`src/rtl/hfs_pkg.sv`:
```
package hfs_pkg;
  localparam int unsigned CNT_W   = 14;
  localparam int unsigned STAT_W  = 5;
  localparam int unsigned DEPTH   = 10;
  localparam int unsigned ENTRY_W = CNT_W + STAT_W;

  typedef struct packed {
    logic             eof_mark;
    logic             crc_err;
    logic [2:0]       residue;
  } frame_stat_t;

  typedef struct packed {
    frame_stat_t      stat;
    logic [CNT_W-1:0] cnt;
  } stat_entry_t;
endpackage

```
`src/rtl/hfs_byte_counter.sv`:
```
module hfs_byte_counter #(
  parameter int unsigned CNT_W = 14
) (
  input  logic             clk_i,
  input  logic             rst_ni,
  input  logic             en_i,
  input  logic             inc_i,
  input  logic             restart_i,
  output logic [CNT_W-1:0] cnt_o
);
  localparam logic [CNT_W-1:0] CNT_MAX = {CNT_W{1'b1}};
  localparam logic [CNT_W-1:0] CNT_ONE = {{(CNT_W-1){1'b0}}, 1'b1};

  logic [CNT_W-1:0] cnt_q, cnt_d;

  always_comb begin
    cnt_d = cnt_q;
    if (!en_i)                       cnt_d = '0;
    else if (restart_i)              cnt_d = inc_i ? CNT_ONE : '0;
    else if (inc_i && cnt_q != CNT_MAX) cnt_d = cnt_q + CNT_ONE;
  end

  always_ff @(posedge clk_i or negedge rst_ni) begin
    if (!rst_ni) cnt_q <= '0;
    else         cnt_q <= cnt_d;
  end

  assign cnt_o = cnt_q;

  AST_CNT_SATURATES: assert property (@(posedge clk_i) disable iff (!rst_ni)
    (en_i && inc_i && !restart_i && cnt_q == CNT_MAX) |=> (cnt_q == CNT_MAX));
  AST_CNT_IDLE_ZERO: assert property (@(posedge clk_i) disable iff (!rst_ni)
    !en_i |=> (cnt_q == '0));
  AST_CNT_RESTART: assert property (@(posedge clk_i) disable iff (!rst_ni)
    (en_i && restart_i && !inc_i) |=> (cnt_q == '0));
endmodule

```
`src/rtl/hfs_status_store.sv`:
```
module hfs_status_store #(
  parameter int unsigned DEPTH   = 10,
  parameter int unsigned ENTRY_W = 19
) (
  input  logic               clk_i,
  input  logic               rst_ni,
  input  logic               flush_i,
  input  logic               push_i,
  input  logic               pop_i,
  input  logic [ENTRY_W-1:0] din_i,
  output logic [ENTRY_W-1:0] head_o,
  output logic               avail_o,
  output logic               ovf_o
);
  localparam int unsigned PTR_W = (DEPTH > 1) ? $clog2(DEPTH) : 1;
  localparam int unsigned OCC_W = $clog2(DEPTH + 1);
  localparam logic [PTR_W-1:0] PTR_LAST = PTR_W'(DEPTH - 1);
  localparam logic [OCC_W-1:0] OCC_FULL = OCC_W'(DEPTH);

  logic [ENTRY_W-1:0] mem_q [DEPTH];
  logic [PTR_W-1:0]   wr_q, rd_q;
  logic [OCC_W-1:0]   occ_q;
  logic               ovf_q;
  logic               pop_ok, push_ok;

  assign pop_ok  = pop_i && (occ_q != '0);
  assign push_ok = push_i && ((occ_q != OCC_FULL) || pop_ok);

  function automatic logic [PTR_W-1:0] ptr_next(input logic [PTR_W-1:0] p);
    return (p == PTR_LAST) ? '0 : p + PTR_W'(1);
  endfunction

  always_ff @(posedge clk_i or negedge rst_ni) begin
    if (!rst_ni) begin
      wr_q  <= '0;
      rd_q  <= '0;
      occ_q <= '0;
      ovf_q <= 1'b0;
    end else if (flush_i) begin
      wr_q  <= '0;
      rd_q  <= '0;
      occ_q <= '0;
      ovf_q <= 1'b0;
    end else begin
      if (push_ok) wr_q <= ptr_next(wr_q);
      if (pop_ok)  rd_q <= ptr_next(rd_q);
      if (push_ok && !pop_ok)      occ_q <= occ_q + OCC_W'(1);
      else if (pop_ok && !push_ok) occ_q <= occ_q - OCC_W'(1);
      if (push_i && !push_ok) ovf_q <= 1'b1;
    end
  end

  for (genvar g = 0; g < DEPTH; g++) begin : g_slot
    always_ff @(posedge clk_i or negedge rst_ni) begin
      if (!rst_ni)                                  mem_q[g] <= '0;
      else if (!flush_i && push_ok && wr_q == PTR_W'(g)) mem_q[g] <= din_i;
    end
  end

  assign head_o  = mem_q[rd_q];
  assign avail_o = (occ_q != '0);
  assign ovf_o   = ovf_q;

  AST_OCC_BOUND: assert property (@(posedge clk_i) disable iff (!rst_ni)
    occ_q <= OCC_FULL);
  AST_OVF_STICKY: assert property (@(posedge clk_i) disable iff (!rst_ni)
    (ovf_q && !flush_i) |=> ovf_q);
  AST_FLUSH_EMPTY: assert property (@(posedge clk_i) disable iff (!rst_ni)
    flush_i |=> (!avail_o && !ovf_q));
  AST_NO_SPURIOUS_POP: assert property (@(posedge clk_i) disable iff (!rst_ni)
    (!pop_i && !push_i && !flush_i) |=> $stable(occ_q));
endmodule

```
`src/rtl/hdlc_frame_status_fifo.sv`:
```
module hdlc_frame_status_fifo
  import hfs_pkg::*;
#(
  parameter int unsigned DEPTH_P = hfs_pkg::DEPTH
) (
  input  logic              clk_i,
  input  logic              rst_ni,
  input  logic              hdlc_mode_i,
  input  logic              fifo_en_i,
  input  logic              rx_wr_i,
  input  logic              flag_i,
  input  logic [STAT_W-1:0] eof_stat_i,
  input  logic              rd_lo_i,
  input  logic              rd_hi_i,
  output logic [7:0]        cnt_lo_o,
  output logic [7:0]        cnt_hi_o,
  output logic [STAT_W-1:0] stat_o,
  output logic              ovf_o,
  output logic              avail_o
);
  localparam int unsigned HI_W = CNT_W - 8;

  logic             active;
  logic [CNT_W-1:0] live_cnt;
  stat_entry_t      push_entry, head_entry;
  logic [CNT_W-1:0] view_cnt;
  logic             ovf, avail;

  assign active = hdlc_mode_i && fifo_en_i;

  hfs_byte_counter #(.CNT_W(CNT_W)) u_cnt (
    .clk_i     (clk_i),
    .rst_ni    (rst_ni),
    .en_i      (active),
    .inc_i     (rx_wr_i),
    .restart_i (flag_i),
    .cnt_o     (live_cnt)
  );

  assign push_entry.cnt  = live_cnt;
  assign push_entry.stat = frame_stat_t'(eof_stat_i);

  hfs_status_store #(.DEPTH(DEPTH_P), .ENTRY_W(ENTRY_W)) u_store (
    .clk_i   (clk_i),
    .rst_ni  (rst_ni),
    .flush_i (!fifo_en_i),
    .push_i  (flag_i && active),
    .pop_i   (rd_hi_i),
    .din_i   (push_entry),
    .head_o  (head_entry),
    .avail_o (avail),
    .ovf_o   (ovf)
  );

  assign view_cnt = avail ? head_entry.cnt : live_cnt;
  assign stat_o   = avail ? STAT_W'(head_entry.stat) : eof_stat_i;
  assign cnt_lo_o = view_cnt[7:0];
  assign cnt_hi_o = {ovf, avail, view_cnt[CNT_W-1 -: HI_W]};
  assign ovf_o    = ovf;
  assign avail_o  = avail;

  // rd_lo_i is a pure view strobe; it leaves the queue untouched.
  AST_LO_READ_KEEPS: assert property (@(posedge clk_i) disable iff (!rst_ni)
    (rd_lo_i && !rd_hi_i && !flag_i && fifo_en_i && avail) |=> avail);
  AST_IDLE_MODE_NO_PUSH: assert property (@(posedge clk_i) disable iff (!rst_ni)
    (!hdlc_mode_i && fifo_en_i && !rd_hi_i && !avail) |=> !avail);
endmodule

```
`config.mk`:
```
export PLATFORM = sky130hd
export DESIGN_NAME = hdlc_frame_status_fifo
export DESIGN_NICKNAME = d
export VERILOG_FILES = /design/src/rtl/hfs_pkg.sv /design/src/rtl/hfs_byte_counter.sv /design/src/rtl/hfs_status_store.sv /design/src/rtl/hdlc_frame_status_fifo.sv
export SDC_FILE = /design/constraint.sdc
export NUM_CORES = 1
export LEC_CHECK = 0
export ABC_AREA = 1
export BUFFER_PORTS_ARGS = -buffer_cell sky130_fd_sc_hd__buf_2
export CAP_MARGIN = 20
export CORE_ASPECT_RATIO = 0.75
export CORE_UTILIZATION = 40
export DETAILED_ROUTE_END_ITERATION = 7
export GPL_TIMING_DRIVEN = 0
export HOLD_SLACK_MARGIN = 0.15
export PLACE_DENSITY = 0.59
export RECOVER_POWER = 25
export REMOVE_ABC_BUFFERS = 1
export SYNTH_ARGS = -nofsm -noshare
export SYNTH_HDL_FRONTEND = slang
export SYNTH_SLANG_ARGS = --single-unit
```
`constraint.sdc`:
```
create_clock -name clk_i -period 2.6 [get_ports clk_i]
set_input_delay 0.52 -clock clk_i [delete_from_list [all_inputs] [get_ports clk_i]]
set_output_delay 0.52 -clock clk_i [all_outputs]
set_load 0.02 [all_outputs]
```
# Word-level counts from Yosys, hierarchy flattened
# Cells that the tools add are included.
dict set report word_totals {
  reg_bits 217
  latchBits 0
  mem_bits_rw 0
  mem_bits_ro 0
  in_bits 13
  output_inout_bits 23
  word_cells 83
  n_memories 0
}
dict set report op_classes {
  addsub 5
  multipliers 0
  div_mod_pow 0
  n_lt_le_gt_ge 1
  eq_ne 17
  shifts 0
  n_mux 20
  bitwise 1
  n_reduce_logical 24
}
# cell n
set ops {}
lappend ops {{$bmux W19 S4} 1}
lappend ops {{$mux W14} 4}
lappend ops {{$mux W19} 2}
lappend ops {{$mux W4} 9}
lappend ops {{$logic_and A1 B1 Y1} 19}
lappend ops {{$eq A4 B3 Y1 const B} 4}
lappend ops {{$add A14 B1 Y14 const B} 1}
lappend ops {{$ne A14 B14 Y1 const B} 1}
lappend ops {{$add A4 B1 Y4 const B} 3}
lappend ops {{$eq A4 B4 Y1 const B} 3}
lappend ops {{$eq A4 B2 Y1 const B} 2}
lappend ops {{$ne A2 B1 Y1 const B} 3}
lappend ops {{$ge A5 B5 Y1 const B} 1}
lappend ops {{$mux W5} 1}
lappend ops {{$not A4 Y5} 1}
lappend ops {{$eq A4 B1 Y1 const B} 1}
lappend ops {{$logic_not A4 Y1} 1}
lappend ops {{$ne A4 B4 Y1 const B} 1}
lappend ops {{$reduce_bool A4 Y1} 1}
lappend ops {{$sub A4 B1 Y4 const B} 1}
lappend ops {{$mux W1} 3}
lappend ops {{$ne A3 B1 Y1 const B} 1}
lappend ops {{$ne A3 B2 Y1 const B} 1}
lappend ops {{$logic_not A1 Y1} 2}
lappend ops {{$logic_or A1 B1 Y1} 1}

# Depth between registers and ports, before layout
dict set report logic_depth {
  depth_word 9
  ltp_mapped 14
  depth_no_buf 14
}

# Cells and area by module
# A second synthesis with hierarchy kept.
dict set report unflattened {
  cells_unflattened 1342
  hier_area_um2 10749.1
}
# module instances cells_each area_per_inst_um2 seq_area_each_um2
set modules_own_cells {}
lappend modules_own_cells {hfs_status_store 1 1143 9531.6 5079.9}
lappend modules_own_cells {hfs_byte_counter 1 131 920.9 350.3}
lappend modules_own_cells {hdlc_frame_status_fifo 1 68 296.5 0.0}

# Worst setup path after synthesis
# No wires, ideal clock.
dict set report synth_path {
  kind {register -> output}
  startpoint {register u_store.rd_q[0]}
  endpoint {output cnt_hi_o[1]}
  arrival_ns 1.611
  t_required_ns 2.080
  setup_slack_ns 0.469
  stages_incl_launch_ff 8
  path_buffers 3
  cell_sequence {dfrtp_1 -> buf_2 -> buf_2 -> clkbuf_1 -> nand2_1 -> a21oi_1 -> nor2_1 -> a21oi_1}
}
dict set report synth_via {
  elab_chain_cells 5
}
# item line
set synth_lines {}
lappend synth_lines {{start: declaration} hfs_status_store.sv:21} ;# logic [PTR_W-1:0] wr_q, rd_q;
lappend synth_lines {{start signal: assignment} hfs_status_store.sv:46} ;# if (pop_ok) rd_q <= ptr_next(rd_q);
lappend synth_lines {{$not A4 Y5 (not written as such)} hfs_status_store.sv:60} ;# assign head_o = mem_q[rd_q];
lappend synth_lines {{$bmux W19 S4} hfs_status_store.sv:60}
lappend synth_lines {{$mux W19 (not written as such) (2 in a row)} hfs_status_store.sv:60}
lappend synth_lines {{$mux W14} hdlc_frame_status_fifo.sv:55} ;# assign view_cnt = avail ? head_entry.cnt : live_cnt;
lappend synth_lines {{end: declaration} hdlc_frame_status_fifo.sv:16} ;# output logic [7:0] cnt_hi_o,
# No other way between the ends. The select of a mux whose other input is x is not followed.

# Final worst setup path
dict set report layout_path {
  startpoint {register u_store.rd_q[1]}
  endpoint {output cnt_lo_o[6]}
}
dict set report layout_via {
  elab_chain_cells 5
}
# item line
set layout_lines {}
lappend layout_lines {{$not A4 Y5 (not written as such)} hfs_status_store.sv:60}
lappend layout_lines {{$bmux W19 S4} hfs_status_store.sv:60}
lappend layout_lines {{$mux W19 (not written as such) (2 in a row)} hfs_status_store.sv:60}
lappend layout_lines {{$mux W14} hdlc_frame_status_fifo.sv:55}
lappend layout_lines {{end: declaration} hdlc_frame_status_fifo.sv:15} ;# output logic [7:0] cnt_lo_o,
# No other way between the ends. The select of a mux whose other input is x is not followed.

==> out/qor.csv <==
stage;metric;value;unit
clock_network;clk buf depth;3;
power;maximum vdd drop;0.5517;mV
floorplanning;Die Height;142.6;um
global_routing;grt total ovfl;0;
detailed_routing;Vias;9293;
placed_design;Final HPWL DP;16560;um
setup_path;critical path required time;2080;ps
detailed_routing;Routed wire per std cell;19.65;um
status;failing checks;setup timing;
setup_path;Startpoint Class;flip-flop;
detailed_routing;DR iter-0 viols;927;
synth;Seq cells post-synth;217;
synth;Post-synth EDFFs;0;
worst_hold_path;Hold Crit Class;in -> reg;
synth;Syn Area/Cell;7.921;um2
synth;Mapped Area;10550;um2
timing;Slew HR;3.339;%
synth;synth top area cells;dfrtp_1, nand2_1, nor2_1, o21ai_0, o21ai_1;
final_layout;FF+latch area;5441;um2
final_layout;nets@finish;1371;
job;max cap viols;0;
synth;Ys Warns;0;
clock_network;CTS clk-pin slew, worst paths;60;ps
global_routing;first-pass GRT wire length;51210;um
global_routing;Total GRT Usage;25.33;%
detailed_routing;# DRC;0;
global_routing;largest net degree at the start of global routing;118;
floorplanning;Die W;189.5;um
floorplanning;Placement Rows;51;
setup_path;WS Path Type;reg -> out;
final_layout;P&R area growth vs syn;20.37;%
detailed_routing;DRT antenna net count;0;
floorplanning;Initial Util;40.72;%
setup_path;Crit. End Element;output pin;
final_layout;filler cell count;2562;
global_routing;vias in the first global route;8443;
setup_path;CP arrival;2140;ps
timing;Max Clock Freq;0.3755;GHz
setup_path;CP Max Fanout;13;
power;Power Dens Cells;882.2;nW/um2
placed_design;placed cells;1624;
global_routing;initial antenna violation count;1;
timing;Final WS setup;-62.97;ps
synth;FFs w/ async S/R, synth;100.0;%
detailed_routing;Pre-antenna DRT Iters;6;
synth;Distinct cells, synth;29;
placed_design;count of input and output buffers;34;
floorplanning;full die area;27040;um2
floorplanning;core area;25910;um2
detailed_routing;Total Routed Length;33650;um
timing;worst slew pin tran;1450;ps
floorplanning;# IOs;36;
final_layout;most common cell after layout, fill and taps aside;nand2_1;
clock_network;CTS buffer count;22;
timing;RSZ-0062 raised after global routing;true;
timing;Max Clock Skew;9.027;ps
synth;Post-Syn Instances;1332;
detailed_routing;vias per inst;5.428;
final_layout;layout cell share with drive strength beyond 1;16.67;%
timing;Final Critical Period;2663;ps
clock_network;clock tree from TritonCTS;done;
clock_network;root buffer cell;clkbuf_16;
clock_network;H-tree level count;1;
synth;dominant synthesized flop cell;dfrtp_1;
timing;crit share post-route;102.4;%
clock_network;CTS sink count;217;
timing;final slew viol count;0;
synth;Seq/Total Area, Yosys;51.47;%
final_layout;Finished Core Util;49.02;%
final_layout;Non-Filler Instances;1712;
clock_network;clock latency on the worst-skew pair;510;ps
status;status;finished with violations;
final_layout;diode count;0;
timing;final setup fails;17;
power;Pleak;5.481;nW
synth;Yosys top cell by area;dfrtp_1;
synth;Yosys top cell area share;51.47;%
final_layout;commonest cells after routing, fill and taps aside;nand2_1, dfrtp_1, nor2_1;
timing;Final Hold Viols;0;
placed_design;Final GP Congestion;0.8239;
final_layout;Multi-input gate area;4687;um2
[power by group]
group	switching [mW]	internal (mW)	leakage, nW
Clock	1.33	1.77	0.344
Sequential	0.0978	3.47	3.01
Combinational	2.82	1.72	2.13
[cell type report]
| type | instances | area share [%] |
|---|---|---|
| multi-input cells | 968 | 36.91 |
| inverters | 49 | 1.941 |
| repair buffers | 85 | 8.355 |
| flip-flops and latches | 217 | 42.85 |
| repair inverters | 9 | 1.094 |
| well taps | 344 | 3.389 |
| clock inverters | 4 | 0.1576 |
| clock buffers | 36 | 5.310 |
[path summary, 6_finish.rpt]
kind                                   start  depth (start not counted)           endpoint  slack (ps)
hold / removal                        flag_i                          4    u_cnt.cnt_o[12]         360
max in group asynchronous             rst_ni                          3  u_store.mem_q[76]         390
setup / recovery             u_store.rd_q[1]                          8        cnt_lo_o[6]         -60
hold reg to reg            u_store.mem_q[52]                          2  u_store.mem_q[52]         480
min in group asynchronous             rst_ni                          2  u_store.mem_q[33]         900
setup reg to reg            u_store.occ_q[0]                         13   u_store.occ_q[3]         180
[worst max-delay path: stages, from the launching register on]
cell and delay (ps):
dfrtp_4 520, buf_16 180, clkinv_16 100, nand3_4 90, buf_16 190, a21oi_2 130
nor2_2 60, a21oi_4 200, buf_6 150
[kinds of logic (layout without fill, tap and decap cells)]
| kind of cell | count (synthesis) | in the layout | synth area share [%] |
|---|---|---|---|
| xor gates and xnor gates | 7 | 7 | 0.5811 |
| buffers and inverters | 147 | 183 | 6.392 |
| AOI/OAI and AO/OA | 326 | 326 | 16.64 |
| and+or+nand+nor | 629 | 629 | 24.13 |
| adders and majority gates | 6 | 6 | 0.7827 |
| DFF | 217 | 217 | 51.47 |
[per-stage QoR]
step                hold WS [ps]  total power, mW  cell area [um2]  TNS, ps  setup WS [ps]
floorplan                  224.4            5.474            10060   -25120          -1298
global placement           458.2            7.197            10660  -796580          -4073
CTS                        349.5            10.88            12430   -543.6         -53.88
detailed placement         462.5            6.680            10960   -32800          -1554
global route               374.6            11.70            12700    -1838         -146.1
finish                     355.4            11.20            12700   -636.8         -62.97
[Yosys cell counts (all sizes together) (4+ instances only)]
| cell | number |
|---|---|
| nand2 | 309 |
| o21ai | 279 |
| nor2 | 219 |
| dfrtp | 217 |
| nand3 | 83 |
| clkbuf | 52 |
| inv | 47 |
| buf | 46 |
| a21oi | 41 |
| nand4 | 14 |
| xor2 | 6 |
| ha | 5 |
| nor3 | 4 |
| o22ai | 4 |
[sequential cells by signal, indices dropped and copies added, names as in the netlist]
name           flops
u_cnt.cnt_o       14
u_store.wr_q       4
u_store.occ_q      4
u_store.mem_q    190
u_store.ovf_o      1
u_store.rd_q       4
[metal layers]
| metal | part of all wire [%] | GRT usage, % | vias up |
|---|---|---|---|
| li1 | - | - | 4422 |
| met1 | 46 | 36.66 | 4446 |
| met2 | 43 | 38.21 | 352 |
| met3 | 7.3 | 4.227 | 69 |
| met4 | 3.6 | 8.998 | 4 |
| met5 | 0.098 | 0 | - |
[timing repair]
action	in CTS	in global routing
endpoints found under the hold margin	100	0
gates resized for setup	90	72
cloned	15	3
pin swaps	16	20
hold buffers	1	0
endpoints found under the setup margin	29	20
buffers inserted	24	6
Note: power is estimated with default switching activity, not from simulation.
